File: src/rtl/slkmon_pkg.sv
package slkmon_pkg;

  // Position of an edge event within the pair owned by one line.
  typedef enum logic {
    POL_RISE = 1'b0,
    POL_FALL = 1'b1
  } edge_pol_e;

  function automatic int unsigned evt_index(input int unsigned line, input edge_pol_e pol);
    return 2 * line + ((pol == POL_FALL) ? 1 : 0);
  endfunction

endpackage

File: src/rtl/slkmon_edge.sv
module slkmon_edge
  import slkmon_pkg::*;
#(
  parameter int N_LINE = 2,
  localparam int N_EVT = 2 * N_LINE
) (
  input  logic              clk,
  input  logic              rst_n,
  input  logic [N_LINE-1:0] line_i,
  output logic [N_EVT-1:0]  evt_o
);

  logic [N_LINE-1:0] prev_q;

  always_ff @(posedge clk or negedge rst_n) begin
    if (!rst_n) prev_q <= '0;
    else        prev_q <= line_i;
  end

  for (genvar g = 0; g < N_LINE; g++) begin : g_line
    assign evt_o[evt_index(g, POL_RISE)] =  line_i[g] & ~prev_q[g];
    assign evt_o[evt_index(g, POL_FALL)] = ~line_i[g] &  prev_q[g];
  end

endmodule

File: src/rtl/slkmon_stamp.sv
module slkmon_stamp #(
  parameter int N_EVT = 4,
  parameter int TS_W  = 16
) (
  input  logic                       clk,
  input  logic                       rst_n,
  input  logic                       clr,
  input  logic [N_EVT-1:0]           evt,
  input  logic                       fire,
  input  logic [N_EVT-1:0]           mask,
  output logic [N_EVT-1:0]           elig,
  output logic [N_EVT-1:0][TS_W-1:0] age
);

  logic [TS_W-1:0]            now_q, now_d;
  logic [N_EVT-1:0][TS_W-1:0] ts_q;
  logic [N_EVT-1:0]           pend_q, pend_d;

  // free-running time base
  always_comb now_d = now_q + 1'b1;

  always_ff @(posedge clk or negedge rst_n) begin
    if (!rst_n) now_q <= '0;
    else        now_q <= now_d;
  end

  // pending state: new arrivals join, consumed and cleared events leave
  always_comb begin
    if (clr) pend_d = '0;
    else     pend_d = (pend_q | evt) & ~(fire ? mask : '0);
  end

  always_ff @(posedge clk or negedge rst_n) begin
    if (!rst_n) pend_q <= '0;
    else        pend_q <= pend_d;
  end

  for (genvar g = 0; g < N_EVT; g++) begin : g_ts
    always_ff @(posedge clk or negedge rst_n) begin
      if (!rst_n)      ts_q[g] <= '0;
      else if (evt[g]) ts_q[g] <= now_q;
    end
    // a same-cycle arrival has age zero
    assign age[g] = (pend_q[g] && !evt[g]) ? (now_q - ts_q[g]) : '0;
  end

  assign elig = {N_EVT{fire}} & mask & (pend_q | evt);

  assert_consumed_cleared_R8: assert property (@(posedge clk) disable iff (!rst_n)
    fire |=> ((pend_q & $past(mask)) == '0))
    else $error("masked event still pending after firing");

endmodule

File: src/rtl/slkmon_pick.sv
module slkmon_pick #(
  parameter int N_EVT = 4,
  parameter int TS_W  = 16,
  parameter int IDX_W = 2
) (
  input  logic [N_EVT-1:0]           elig,
  input  logic [N_EVT-1:0][TS_W-1:0] age,
  output logic                       any,
  output logic [IDX_W-1:0]           crit_idx,
  output logic [N_EVT-1:0][TS_W-1:0] slack
);

  logic [TS_W-1:0] best;

  // youngest eligible event wins; strict compare keeps the lowest index on ties
  always_comb begin
    any      = 1'b0;
    best     = '0;
    crit_idx = '0;
    for (int i = 0; i < N_EVT; i++) begin
      if (elig[i] && (!any || age[i] < best)) begin
        any      = 1'b1;
        best     = age[i];
        crit_idx = IDX_W'(i);
      end
    end
    for (int i = 0; i < N_EVT; i++) begin
      slack[i] = elig[i] ? (age[i] - best) : '0;
    end
  end

endmodule

File: src/rtl/slkmon_accum.sv
module slkmon_accum #(
  parameter int N_EVT = 4,
  parameter int TS_W  = 16,
  parameter int IDX_W = 2,
  parameter int CNT_W = 16,
  parameter int ACC_W = 24
) (
  input  logic                       clk,
  input  logic                       rst_n,
  input  logic                       clr,
  input  logic                       fire,
  input  logic [N_EVT-1:0]           elig,
  input  logic                       any,
  input  logic [IDX_W-1:0]           crit_idx,
  input  logic [N_EVT-1:0][TS_W-1:0] slack,
  input  logic [IDX_W-1:0]           rd_idx,
  output logic [CNT_W-1:0]           fire_cnt,
  output logic [CNT_W-1:0]           rd_crit_cnt,
  output logic [CNT_W-1:0]           rd_use_cnt,
  output logic [ACC_W-1:0]           rd_slack_sum
);

  localparam int SUM_W = ((ACC_W > TS_W) ? ACC_W : TS_W) + 1;
  localparam logic [CNT_W-1:0] CNT_MAX = '1;
  localparam logic [ACC_W-1:0] ACC_MAX = '1;

  logic [N_EVT-1:0][CNT_W-1:0] crit_arr;
  logic [N_EVT-1:0][CNT_W-1:0] use_arr;
  logic [N_EVT-1:0][ACC_W-1:0] sum_arr;

  // global firing counter
  logic [CNT_W-1:0] fcnt_q, fcnt_d;
  logic             fcnt_en;

  always_comb begin
    fcnt_en = clr | fire;
    if (clr)                   fcnt_d = '0;
    else if (fcnt_q != CNT_MAX) fcnt_d = fcnt_q + 1'b1;
    else                       fcnt_d = fcnt_q;
  end

  always_ff @(posedge clk or negedge rst_n) begin
    if (!rst_n)       fcnt_q <= '0;
    else if (fcnt_en) fcnt_q <= fcnt_d;
  end

  assign fire_cnt = fcnt_q;

  // per-event statistics
  for (genvar g = 0; g < N_EVT; g++) begin : g_evt
    logic [CNT_W-1:0] crit_q, crit_d, use_q, use_d;
    logic [ACC_W-1:0] sum_q, sum_d;
    logic [SUM_W-1:0] sum_wide;
    logic             en;

    always_comb begin
      en       = clr | (fire & elig[g]);
      crit_d   = crit_q;
      use_d    = use_q;
      sum_d    = sum_q;
      sum_wide = SUM_W'(sum_q) + SUM_W'(slack[g]);
      if (clr) begin
        crit_d = '0;
        use_d  = '0;
        sum_d  = '0;
      end else if (fire && elig[g]) begin
        if (use_q != CNT_MAX) use_d = use_q + 1'b1;
        sum_d = (sum_wide > SUM_W'(ACC_MAX)) ? ACC_MAX : sum_wide[ACC_W-1:0];
        if (any && crit_idx == IDX_W'(g) && crit_q != CNT_MAX) crit_d = crit_q + 1'b1;
      end
    end

    always_ff @(posedge clk or negedge rst_n) begin
      if (!rst_n) begin
        crit_q <= '0;
        use_q  <= '0;
        sum_q  <= '0;
      end else if (en) begin
        crit_q <= crit_d;
        use_q  <= use_d;
        sum_q  <= sum_d;
      end
    end

    assign crit_arr[g] = crit_q;
    assign use_arr[g]  = use_q;
    assign sum_arr[g]  = sum_q;
  end

  // read port
  always_comb begin
    rd_crit_cnt  = '0;
    rd_use_cnt   = '0;
    rd_slack_sum = '0;
    if (32'(rd_idx) < N_EVT) begin
      rd_crit_cnt  = crit_arr[rd_idx];
      rd_use_cnt   = use_arr[rd_idx];
      rd_slack_sum = sum_arr[rd_idx];
    end
  end

  assert_clr_zero_R10: assert property (@(posedge clk) disable iff (!rst_n)
    clr |=> (fire_cnt == '0))
    else $error("firing count not cleared");

  assert_fire_sat_R9: assert property (@(posedge clk) disable iff (!rst_n)
    (fire_cnt == CNT_MAX && !clr) |=> (fire_cnt == CNT_MAX))
    else $error("firing count wrapped");

  assert_idle_hold_R7: assert property (@(posedge clk) disable iff (!rst_n)
    (!fire && !clr) |=> $stable(fire_cnt))
    else $error("firing count moved without a firing");

endmodule

File: src/rtl/hs_slack_monitor.sv
module hs_slack_monitor #(
  parameter int N_LINE = 2,
  parameter int TS_W   = 16,
  parameter int CNT_W  = 16,
  parameter int ACC_W  = 24,
  localparam int N_EVT = 2 * N_LINE,
  localparam int IDX_W = $clog2(N_EVT)
) (
  input  logic              clk,
  input  logic              rst_n,
  input  logic              clr,
  input  logic [N_LINE-1:0] hs_line,
  input  logic              fire,
  input  logic [N_EVT-1:0]  fire_mask,
  input  logic [IDX_W-1:0]  rd_idx,
  output logic              crit_valid,
  output logic [IDX_W-1:0]  crit_idx,
  output logic [CNT_W-1:0]  fire_cnt,
  output logic [CNT_W-1:0]  rd_crit_cnt,
  output logic [CNT_W-1:0]  rd_use_cnt,
  output logic [ACC_W-1:0]  rd_slack_sum
);

  logic                       fire_eff;
  logic [N_EVT-1:0]           evt;
  logic [N_EVT-1:0]           elig;
  logic [N_EVT-1:0][TS_W-1:0] age;
  logic [N_EVT-1:0][TS_W-1:0] slack;
  logic                       any;
  logic [IDX_W-1:0]           pick_idx;

  // clear wins over a firing in the same cycle
  assign fire_eff = fire & ~clr;

  slkmon_edge #(.N_LINE(N_LINE)) u_edge (
    .clk    (clk),
    .rst_n  (rst_n),
    .line_i (hs_line),
    .evt_o  (evt)
  );

  slkmon_stamp #(.N_EVT(N_EVT), .TS_W(TS_W)) u_stamp (
    .clk   (clk),
    .rst_n (rst_n),
    .clr   (clr),
    .evt   (evt),
    .fire  (fire_eff),
    .mask  (fire_mask),
    .elig  (elig),
    .age   (age)
  );

  slkmon_pick #(.N_EVT(N_EVT), .TS_W(TS_W), .IDX_W(IDX_W)) u_pick (
    .elig     (elig),
    .age      (age),
    .any      (any),
    .crit_idx (pick_idx),
    .slack    (slack)
  );

  slkmon_accum #(
    .N_EVT(N_EVT), .TS_W(TS_W), .IDX_W(IDX_W), .CNT_W(CNT_W), .ACC_W(ACC_W)
  ) u_accum (
    .clk          (clk),
    .rst_n        (rst_n),
    .clr          (clr),
    .fire         (fire_eff),
    .elig         (elig),
    .any          (any),
    .crit_idx     (pick_idx),
    .slack        (slack),
    .rd_idx       (rd_idx),
    .fire_cnt     (fire_cnt),
    .rd_crit_cnt  (rd_crit_cnt),
    .rd_use_cnt   (rd_use_cnt),
    .rd_slack_sum (rd_slack_sum)
  );

  // critical-event report register
  logic             cv_q, cv_d;
  logic [IDX_W-1:0] ci_q, ci_d;
  logic             ci_en;

  always_comb begin
    cv_d  = fire_eff & any;
    ci_en = clr | (fire_eff & any);
    ci_d  = clr ? '0 : pick_idx;
  end

  always_ff @(posedge clk or negedge rst_n) begin
    if (!rst_n) begin
      cv_q <= 1'b0;
      ci_q <= '0;
    end else begin
      cv_q <= cv_d;
      if (ci_en) ci_q <= ci_d;
    end
  end

  assign crit_valid = cv_q;
  assign crit_idx   = ci_q;

  assert_crit_after_fire_R4: assert property (@(posedge clk) disable iff (!rst_n)
    crit_valid |-> $past(fire && !clr))
    else $error("critical report without an accepted firing");

  assert_crit_in_mask_R3: assert property (@(posedge clk) disable iff (!rst_n)
    crit_valid |-> ((($past(fire_mask) >> crit_idx) & N_EVT'(1)) != '0))
    else $error("critical event outside the firing mask");

endmodule

File: config.mk
export PLATFORM = sky130hd
export DESIGN_NAME = hs_slack_monitor
export DESIGN_NICKNAME = d
export VERILOG_FILES = /design/src/rtl/slkmon_pkg.sv /design/src/rtl/slkmon_edge.sv /design/src/rtl/slkmon_stamp.sv /design/src/rtl/slkmon_pick.sv /design/src/rtl/slkmon_accum.sv /design/src/rtl/hs_slack_monitor.sv
export SDC_FILE = /design/constraint.sdc
export NUM_CORES = 1
export LEC_CHECK = 0
export BUFFER_PORTS_ARGS = -buffer_cell sky130_fd_sc_hd__buf_2
export CAP_MARGIN = 15
export CORE_MARGIN = 8
export CORE_UTILIZATION = 50
export CTS_CLUSTER_DIAMETER = 80
export CTS_CLUSTER_SIZE = 30
export DETAILED_ROUTE_END_ITERATION = 8
export PLACE_DENSITY_LB_ADDON = 0.12
export RECOVER_POWER = 50
export SETUP_SLACK_MARGIN = 0.15
export SLEW_MARGIN = 20
export SYNTH_ARGS = -nofsm -noshare
export SYNTH_HDL_FRONTEND = slang
export SYNTH_SLANG_ARGS = --single-unit
File: constraint.sdc
create_clock -name clk -period 23.8 [get_ports clk]
set_clock_uncertainty 0.05 [all_clocks]
set_input_delay 5.95 -clock clk [delete_from_list [all_inputs] [get_ports clk]]
set_output_delay 5.95 -clock clk [all_outputs]
set_load 0.01 [all_outputs]
==> flow_summary.json <==
{
  "status": "complete, but fails checks",
  "violations": "capacitance limit, slew limit",
  "power-per-cell-area_nw_per_um2": 48.5,
  "first_iter_violations": 1978,
  "dieWidth_um": 244,
  "synth_edf_count": 0,
  "rows": 83,
  "numClockSinks": 329,
  "drc_errors": 0,
  "dp_hpwl_um": 59500,
  "max_freq_mhz": 48.8,
  "clockBufferDepth": 3,
  "drt-wirelength-per-cell_um": 21.5,
  "synth_ff_type": "dfrtp_1",
  "cts_hold_buf": 0,
  "ys_seq_elements": 329,
  "path_clk_slew_ps": 80,
  "initial_core_util": 0.506,
  "ant_nets": 0,
  "syn_to_final_growth_pct": 7.31,
  "globalplace.congestion": 0.927,
  "layout_commonest_cell": "nor2_1",
  "vias": 22600,
  "drt-total-wl_um": 79500,
  "syn_avg_cell_area_um2": 8.73,
  "viasPerCell": 6.10,
  "syn-instance-count": 2974,
  "cp_max_fo": 37,
  "period_minus_slack_ps": 20480,
  "grt_pass1_wl_um": 126000,
  "ys_seq_area_frac": 0.317,
  "tritoncts": "done",
  "worst_pin_slew_ps": 6750,
  "overflow": 0,
  "instances_no_fill": 3701,
  "power.total_w": 0.00135,
  "max_slew_margin": -3.50,
  "timing.final.crit_share": 0.860,
  "end_kind": "flip-flop",
  "max_cap_violations": 7,
  "yosysWarnings": 0,
  "placed_cells": 3649,
  "drv_slew": 455,
  "crit_path_start_kind": "input pin",
  "antenna_found_initial": 4,
  "ios": 87,
  "critical_path.most_common_cell": "a21oi_1",
  "grt.total_usage": 0.262,
  "grt_pass1_vias": 22300,
  "cp_slowest_stage_delay_ps": 1110,
  "slowest_stage": "clkbuf_1",
  "layout.nets": 3261,
  "die_area_um2": 59500,
  "ys_async_sr_fraction": 1.00,
  "core_area_um2": 51300,
  "io_buffers": 86,
  "grt_max_degree": 120,
  "final_cell_mix": "363 x nor2_1, 329 x dfrtp_1, 245 x nand2_1",
  "ys_types": 82,
  "rsz0062_at_grt": "false",
  "setup_viol": 0,
  "finalHoldViolCount": 0,
  "syn_area_um2": 26000,
  "postCtsSetupRepairBufs": 0,
  "die_height_um": 244,
  "worstSetupPathType": "in2reg",
  "drive_above_1_share": 0.0785,
  "cts_made_buffers": 27,
  "peakVddDrop_v": 0.0000527,
  "leakagePower_nw": 12.6,
  "cts_max_level": 1,
  "clock_latency_ps": 610,
  "cts_resized": 0,
  "firstDrtPassIters": 5,
  "hold_class": "reg2reg",
  "cp.required_ps": 24250,
  "syn_nets": 3237,
  "clockRootBuffer": "clkbuf_16",
  "fin_tns_setup_ps": 0,
  "worstPathArrival_ps": 20930
}
-- state kept, by name (all words and copies together), names as in the netlist --
register	flops
u_accum.g_evt.sum_q	96
u_accum.g_evt.crit_q	64
u_accum.g_evt.use_q	64
u_stamp.ts_q	64
u_accum.fire_cnt	16
u_stamp.now_q	16
u_stamp.pend_q	4
crit_idx	2
u_edge.prev_q	2
crit_valid	1
-- final timing paths --
check	start	to	slack (ps)	depth (start not counted)
hold reg to reg	u_stamp.ts_q[53]	u_stamp.ts_q[53]	450	2
hold / removal	u_stamp.ts_q[53]	u_stamp.ts_q[53]	450	2
setup reg to reg	u_stamp.now_q[1]	u_accum.g_evt[0].sum_q[15]	7330	57
setup / recovery	hs_line[0]	u_accum.g_evt[0].sum_q[15]	3320	52
min in group asynchronous	rst_n	u_accum.fire_cnt[15]	7810	1
max in group asynchronous	rst_n	u_accum.g_evt[2].sum_q[5]	9540	3
-- Yosys cell counts (all sizes together), types with 6 or more instances --
cell	count	area [um^2]
a31o	10	87.6
a2111oi	6	52.6
nor4	8	50.1
fa	12	240
o21a	42	315
nor2	364	1370
a21boi	10	75.1
xnor2	140	1230
nor3	80	420
nor2b	27	169
a31oi	63	394
o31ai	8	65.1
mux2	19	214
or3	39	244
nand3	95	475
a211oi	22	178
xor2	126	1100
a311oi	7	61.3
a21o	71	533
ha	239	2990
nand2b	30	188
nand2	245	920
and3	54	338
and2	24	150
o21bai	25	188
clkbuf	86	323
or4	6	52.6
mux4	56	1260
a211o	8	70.1
dfrtp	329	8230
or2	7	43.8
o21ai	168	845
o41ai	8	70.1
nand4	40	256
inv	143	537
mux2i	13	130
o211ai	13	97.6
buf	26	124
a21oi	220	1110
and4	19	166
-- per-stage QoR --
stage | util | cell area (um^2) | hold slack [ps] | setup WS, ps
after floorplan | - | 26000 | 400 | 5850
after global routing | 0.543 | 27900 | 469 | 2150
after detailed placement | 0.526 | 27000 | 429 | 3770
after CTS | 0.544 | 27900 | 447 | 4340
after global placement | 0.526 | 27000 | 420 | 4100
final | 0.543 | 27900 | 452 | 3320
-- power by group --
part | leakage [nW] | total [W] | switching, W | internal, W
clock | 0.439 | 0.000485 | 0.000257 | 0.000227
combinational | 7.69 | 0.000284 | 0.000178 | 0.000106
sequential | 4.51 | 0.000583 | 0.0000122 | 0.000570
total | 12.6 | 0.00135 | 0.000448 | 0.000904
-- cell families (layout without fill, tap and decap cells) --
| logic type | Yosys count | in the layout | synth area share |
|---|---|---|---|
| flops | 329 | 329 | 0.317 |
| mux | 88 | 88 | 0.0618 |
| xor+xnor | 266 | 266 | 0.0897 |
| buf+inv | 255 | 300 | 0.0379 |
| other cells | 0 | 2 | 0 |
| simple gates | 1051 | 1051 | 0.191 |
| fa+ha+maj | 251 | 251 | 0.124 |
| compound gates | 734 | 734 | 0.179 |
-- area by class of cell --
class | count | area (um^2)
repair buffers | 107 | 524
well taps | 680 | 851
flip-flops and latches | 329 | 8230
inverters | 143 | 537
clock buffers | 30 | 697
fillers | 4717 | 23400
clock inverters | 20 | 226
multi-input cells | 2390 | 16800
diodes | 2 | 5.00
-- per-layer routing --
| layer | global-route usage | vias up | wire length, um |
|---|---|---|---|
| met2 | 0.414 | 685 | 35500 |
| met5 | 0 | - | 22 |
| li1 | - | 10700 | - |
| met4 | 0.0878 | 4 | 2930 |
| met1 | 0.363 | 11000 | 35800 |
| met3 | 0.0427 | 159 | 5180 |
-- worst max-delay path: cells and delay by family --
family | cells | cell delay [ps]
AO/OA/AOI/OAI | 31 | 8750
AND/OR/NAND/NOR | 12 | 2760
adder cells (fa/ha/maj) | 5 | 1680
buffers and inverters | 3 | 1580
XOR/XNOR | 1 | 170
(Power assumes the default switching activity.)
